[src/rtl/intc_pkg.sv]
package intc_pkg;
    localparam int unsigned NLINES = 32;
    localparam int unsigned AW     = 6;

    // register selector = byte address bits [4:2]
    localparam logic [2:0] SEL_RAW  = 3'd0;
    localparam logic [2:0] SEL_MASK = 3'd1;
    localparam logic [2:0] SEL_CLR  = 3'd2;
    localparam logic [2:0] SEL_MODE = 3'd3;
    localparam logic [2:0] SEL_POL  = 3'd4;
    localparam logic [2:0] SEL_STAT = 3'd5;

    typedef struct packed {
        logic [NLINES-1:0] mask;
        logic [NLINES-1:0] mode;
        logic [NLINES-1:0] pol;
        logic [NLINES-1:0] latch;
        logic              intr;
    } bank_state_t;
endpackage

[src/rtl/intc_sync.sv]
module intc_sync #(
    parameter int unsigned W = 32
) (
    input  logic         clk,
    input  logic         rst_n,
    input  logic [W-1:0] async_in,
    output logic [W-1:0] sync_o,
    output logic [W-1:0] prev_o
);
    typedef struct packed {
        logic [W-1:0] meta;
        logic [W-1:0] sync;
        logic [W-1:0] prev;
    } sync_state_t;

    sync_state_t st_d, st_q;

    always_comb begin
        st_d.meta = async_in;
        st_d.sync = st_q.meta;
        st_d.prev = st_q.sync;
    end

    always_ff @(posedge clk) begin
        if (!rst_n) st_q <= '0;
        else        st_q <= st_d;
    end

    assign sync_o = st_q.sync;
    assign prev_o = st_q.prev;
endmodule

[src/rtl/intc_bank.sv]
module intc_bank
    import intc_pkg::*;
#(
    parameter int unsigned N = NLINES
) (
    input  logic         clk,
    input  logic         rst_n,
    input  logic         wr_en,
    input  logic [2:0]   wr_sel,
    input  logic [N-1:0] wdata,
    input  logic [N-1:0] lvl_in,
    input  logic [N-1:0] prev_in,
    output logic [N-1:0] raw_o,
    output logic [N-1:0] mask_o,
    output logic [N-1:0] mode_o,
    output logic [N-1:0] pol_o,
    output logic [N-1:0] status_o,
    output logic         intr_o
);
    typedef struct packed {
        logic [N-1:0] mask;
        logic [N-1:0] mode;
        logic [N-1:0] pol;
        logic [N-1:0] latch;
        logic         intr;
    } st_t;

    st_t st_d, st_q;
    logic [N-1:0] evt_vec, clr_vec, raw_vec, stat_vec;

    always_comb begin
        // edge event per line: rising when pol=1, falling when pol=0
        evt_vec  = st_q.mode & ((st_q.pol & lvl_in & ~prev_in) |
                                (~st_q.pol & ~lvl_in & prev_in));
        clr_vec  = (wr_en && wr_sel == SEL_CLR) ? wdata : '0;
        raw_vec  = (st_q.mode & st_q.latch) |
                   (~st_q.mode & ~(lvl_in ^ st_q.pol));
        stat_vec = raw_vec & st_q.mask;

        st_d       = st_q;
        st_d.latch = (st_q.latch & ~clr_vec) | evt_vec;
        st_d.intr  = |stat_vec;
        if (wr_en) begin
            unique case (wr_sel)
                SEL_MASK: st_d.mask = wdata;
                SEL_MODE: st_d.mode = wdata;
                SEL_POL:  st_d.pol  = wdata;
                default:  ;
            endcase
        end
    end

    always_ff @(posedge clk) begin
        if (!rst_n) begin
            st_q      <= '0;
            st_q.pol  <= '1;
        end else begin
            st_q <= st_d;
        end
    end

    assign raw_o    = raw_vec;
    assign mask_o   = st_q.mask;
    assign mode_o   = st_q.mode;
    assign pol_o    = st_q.pol;
    assign status_o = stat_vec;
    assign intr_o   = st_q.intr;

    // a cleared line with no new event is no longer latched
    assert_clear_drops_R6: assert property (@(posedge clk) disable iff (!rst_n)
        (wr_en && wr_sel == SEL_CLR) |=> ((st_q.latch & $past(wdata & ~evt_vec)) == '0));

    // a detected edge is always latched, even under a simultaneous clear
    assert_edge_wins_R7: assert property (@(posedge clk) disable iff (!rst_n)
        (evt_vec != '0) |=> ((st_q.latch & $past(evt_vec)) == $past(evt_vec)));

    // a zero mask write silences the bank's status on the next cycle
    assert_mask_zero_R3: assert property (@(posedge clk) disable iff (!rst_n)
        (wr_en && wr_sel == SEL_MASK && wdata == '0) |=> (stat_vec == '0));

    // the output is low one cycle after status was empty
    assert_out_quiet_R9: assert property (@(posedge clk) disable iff (!rst_n)
        (stat_vec == '0) |=> !intr_o);
endmodule

[src/rtl/intc_dual_bank.sv]
module intc_dual_bank
    import intc_pkg::*;
(
    input  logic              clk,
    input  logic              rst_n,
    input  logic [AW-1:0]     reg_addr,
    input  logic              reg_wr,
    input  logic [31:0]       reg_wdata,
    output logic [31:0]       reg_rdata,
    input  logic [NLINES-1:0] int_lines,
    output logic              irq_o,
    output logic              fiq_o
);
    localparam int unsigned NB = 2;

    logic [NLINES-1:0] lvl, prev;
    logic [NLINES-1:0] raw_b [NB];
    logic [NLINES-1:0] msk_b [NB];
    logic [NLINES-1:0] mod_b [NB];
    logic [NLINES-1:0] pol_b [NB];
    logic [NLINES-1:0] sts_b [NB];
    logic [NB-1:0]     intr_b;
    logic [2:0]        sel;
    logic              bsel;

    assign sel  = reg_addr[4:2];
    assign bsel = reg_addr[5];

    intc_sync #(.W(NLINES)) u_sync (
        .clk(clk), .rst_n(rst_n), .async_in(int_lines),
        .sync_o(lvl), .prev_o(prev)
    );

    for (genvar b = 0; b < NB; b++) begin : g_bank
        intc_bank #(.N(NLINES)) u_bank (
            .clk(clk), .rst_n(rst_n),
            .wr_en(reg_wr && (bsel == b[0])),
            .wr_sel(sel), .wdata(reg_wdata),
            .lvl_in(lvl), .prev_in(prev),
            .raw_o(raw_b[b]), .mask_o(msk_b[b]), .mode_o(mod_b[b]),
            .pol_o(pol_b[b]), .status_o(sts_b[b]), .intr_o(intr_b[b])
        );
    end

    always_comb begin
        unique case (sel)
            SEL_RAW:  reg_rdata = raw_b[bsel];
            SEL_MASK: reg_rdata = msk_b[bsel];
            SEL_MODE: reg_rdata = mod_b[bsel];
            SEL_POL:  reg_rdata = pol_b[bsel];
            SEL_STAT: reg_rdata = sts_b[bsel];
            default:  reg_rdata = '0;
        endcase
    end

    assign irq_o = intr_b[0];
    assign fiq_o = intr_b[1];

    // the clear register always reads as zero
    assert_clear_reads_zero_R8: assert property (@(posedge clk) disable iff (!rst_n)
        (sel == SEL_CLR) |-> (reg_rdata == '0));
endmodule

[config.mk]
export PLATFORM = sky130hd
export DESIGN_NAME = intc_dual_bank
export DESIGN_NICKNAME = d
export VERILOG_FILES = /design/src/rtl/intc_pkg.sv /design/src/rtl/intc_sync.sv /design/src/rtl/intc_bank.sv /design/src/rtl/intc_dual_bank.sv
export SDC_FILE = /design/constraint.sdc
export NUM_CORES = 1
export LEC_CHECK = 0
export BUFFER_PORTS_ARGS = -buffer_cell sky130_fd_sc_hd__buf_2
export CAP_MARGIN = 0
export CORE_ASPECT_RATIO = 1.4
export CORE_MARGIN = 1.5
export CORE_UTILIZATION = 56
export CTS_CLUSTER_DIAMETER = 150
export DETAILED_ROUTE_END_ITERATION = 10
export HOLD_SLACK_MARGIN = 0.03
export PLACE_DENSITY = 0.78
export RECOVER_POWER = 50
export SLEW_MARGIN = 20
export SYNTH_ARGS = -nofsm -noshare
export SYNTH_HDL_FRONTEND = slang
export SYNTH_SLANG_ARGS = --single-unit
export TNS_END_PERCENT = 50
[constraint.sdc]
create_clock -name clk -period 1.94 [get_ports clk]
set_input_delay 0.194 -clock clk [delete_from_list [all_inputs] [get_ports clk]]
set_output_delay 0.194 -clock clk [all_outputs]
set_load 0.02 [all_outputs]
==> flow_metrics.tcl <==
set metrics [dict create \
    syn_area_mm2 0.0186 \
    path_buf_inv 2 \
    initial_utilization_pct 57.1 \
    grt_pass1_vias 17315 \
    numClockSinks 354 \
    ys.flop_type "dfxtp_1" \
    synth-seq-cells 354 \
    final_util_pct 73.1 \
    outcome "finished, violations left" \
    power.share.clock_pct 43.5 \
    dpl.hpwl_mm 35.0 \
    cts_tree "yes" \
    synth-edff-count 0 \
    dr.first_iter.drc_count 1402 \
    grt_start_max_net_pins 77 \
    seqCellArea_mm2 0.00715 \
    post_drt_wl_per_cell_um 19.4 \
    seq_area_frac_synth_pct 38.1 \
    ir_worst_vdd_v 0.000534 \
    ys.warnings.count 0 \
    cap_violations 0 \
    n_fill_cell 2268 \
    worstSetupPathType "reg2out" \
    worst_slew_pin_slew_ns 1.41 \
    final_area_mm2 0.0238 \
    async_reset_ff_share_pct 0 \
    p_per_area_mw_per_mm2 694 \
    crit_family "simple AND/OR/NAND/NOR gates" \
    p_leak_nw 9.52 \
    busiest_layer "met2" \
    htree_levels 2 \
    synth_nets 2425 \
    cts_buffer_depth 3 \
    setup_viol 34 \
    crit_chain "inv_2 -> ha_4 -> nor2b_4 -> or3b_4 -> nor2_2 -> a31oi_1 -> o221ai_1 -> buf_4" \
    period_minus_slack_ns 2.49 \
    grt_util_met3_pct 4.52 \
    hold_ws_ns 0.385 \
    core_mm2 0.0326 \
    worst_path_max_delay_cell "or3b_4" \
    hold_path_class "in2reg" \
    port_buffers 104 \
    place_ws_ns -0.184 \
    drv_slew 0 \
    p_seq_share_pct 45.5 \
    skew_ns 0.0167 \
    gp_congestion 0.888 \
    critPathMaxFanout 2 \
    met2_usage_pct 57.4 \
    syn_area_per_cell_um2 8.37 \
    cpPeakStageDelay_ns 0.40 \
    row_count 78 \
    failed_checks "setup timing" \
    clock_latency_ns 0.54 \
    nets 2676 \
    rsz0062_at_grt "yes" \
    p_sw_w 0.00408 \
    layout_common_cells "396 x nand2_1, 305 x dfxtp_1, 189 x buf_4" \
    drive_above_1_share_pct 26.7 \
    layout_setup_ws_ns -0.548 \
    p_int_w 0.0125 \
    slew_headroom_pct 5.96 \
    syn_to_final_growth_pct 28.1 \
    place_area_mm2 0.0206 \
    clk_pin_slew_ns 0.06 \
    hold_viol 0 \
    vias_per_cell 5.86 \
    dr.pass1.iters 6 \
    swShare_pct 24.6 \
    combPwrFrac_pct 11.0 \
    multi_input_area_mm2 0.0115 \
    grt_use_total_pct 32.4 \
    die_area_mm2 0.0344 \
    grt_pass1_wl_mm 87.7 \
    tns_ns -12.13 \
    final_common_cell "nand2_1" \
    die_h_um 219 \
    cp-end-kind "primary output" \
    grt.overflow.total 0 \
    cts_inserted_buffers 36 \
    drtAntennaViolNets 0 \
    met1_usage_pct 36.9 \
    wl_mm 57.0 \
    num_vias 17220 \
    crit_required_ns 1.75 \
    antenna_found_initial 0 \
    die_w_um 157 \
    synthCells 2224 \
    worstSetupStartpointType "register" \
    post-route-period-util_pct 128 \
    crit_arrival_ns 2.29 \
    cts-root-buf "clkbuf_16" \
    fmaxAchievable_mhz 402 \
    drc_errors 0 \
    ys_types 41 \
    io_pins 107 \
]
metrics by stage:
step | total power (W) | std cells
3_3_place_gp | 0.00909 | 2769
2_1_floorplan | 0.00856 | 2224
3_5_place_dp | 0.00914 | 2769
4_1_cts | 0.0164 | 2921
6_report | 0.0165 | 2940
5_1_grt | 0.0170 | 2939
power groups by stage:
stage | sequential, W | combinational, W | clock, W
after CTS | 0.00752 | 0.00170 | 0.00721
after global routing | 0.00754 | 0.00194 | 0.00749
after detailed placement | 0.00767 | 0.00147 | 0
after global placement | 0.00766 | 0.00143 | 0
final | 0.00753 | 0.00182 | 0.00719
after floorplan | 0.00766 | 0.000903 | 0
layer usage:
metal  share of wire (%)  vias to the layer above
met5                   0                        -
met4                 5.9                        0
met3                 7.5                      280
met2                  50                      848
met1                  37                     8115
li1                    -                     7977
flip-flops by register name, summed over array words and instances (netlist names):
| name | flops |
|---|---|
| g_bank.u_bank.mask_o | 64 |
| g_bank.u_bank.mode_o | 64 |
| g_bank.u_bank.pol_o | 64 |
| g_bank.u_bank.st_q | 64 |
| u_sync.prev_o | 32 |
| u_sync.st_d | 32 |
| u_sync.sync_o | 32 |
| g_bank.u_bank.intr_o | 2 |
cells by family (layout without fill, tap and decap cells):
logic type	count (synthesis)	after routing	share of synthesized area, %
AND/OR/NAND/NOR	929	929	23.7
other	0	1	0
adder cells (fa/ha/maj)	128	128	8.60
multiplexers	172	172	9.68
AO/OA/AOI/OAI	372	372	14.1
flip-flops	354	354	38.1
buffers and inverters	269	544	5.77
synth_stat cells, drive strengths merged (4+ instances only):
library cell	instances	area share [%]
nand2b	83	2.8
or2	4	0.13
a22oi	65	2.6
nor3	29	0.78
mux2i	108	5.8
nor2	124	2.5
nor2b	82	2.8
o21ai	21	0.56
and2	97	3.3
a31oi	10	0.34
or3b	10	0.47
ha	128	8.6
nand2	396	8.0
o211ai	66	2.7
o221ai	12	0.56
nand3	80	2.2
nand4	15	0.50
a21oi	32	0.86
o22ai	32	1.1
clkbuf	107	2.2
buf	51	1.4
inv	110	2.2
mux2	64	3.9
dfxtp	354	38
a21boi	129	5.2
final timing paths:
| check | startpoint | end | slack, ns | cells after the start |
|---|---|---|---|---|
| worst max-delay path | g_bank[0].u_bank.pol_o[30] | reg_rdata[30] | -0.55 | 8 |
| worst min-delay path | int_lines[7] | u_sync.st_d[39] | 0.39 | 3 |
| worst max register to register | u_sync.sync_o[14] | g_bank[0].u_bank.intr_o | -0.21 | 13 |
| worst min register to register | u_sync.st_d[37] | u_sync.sync_o[5] | 0.42 | 1 |
final cells by class:
type / count / share of cell area (%)
Sequential cell: 354 / 30.0
Clock inverter: 6 / 0.352
Inverter: 111 / 1.80
Clock buffer: 56 / 4.69
Multi-Input combinational cell: 1601 / 48.1
Timing Repair Buffer: 371 / 12.7
Antenna cell: 1 / 0.0105
Tap cell: 440 / 2.31
worst reg2reg max path, cell delays in order, from the launching register on:
cell	delay [ns]
dfxtp_2	0.34
inv_2	0.05
buf_6	0.11
ha_4	0.26
nand2b_4	0.07
nand3_4	0.07
buf_4	0.10
buf_4	0.09
buf_4	0.09
buf_4	0.09
nand4_1	0.23
nor4_2	0.32
buf_4	0.14
a21boi_1	0.05
timing repair:
item,4_1_cts,5_1_grt
endpoints found under the hold margin,216,0
buffers inserted,28,18
endpoints found under the setup margin,34,34
gates resized for setup,208,121
hold buffers,64,0
pin swaps,71,55
(Power assumes the default switching activity.)
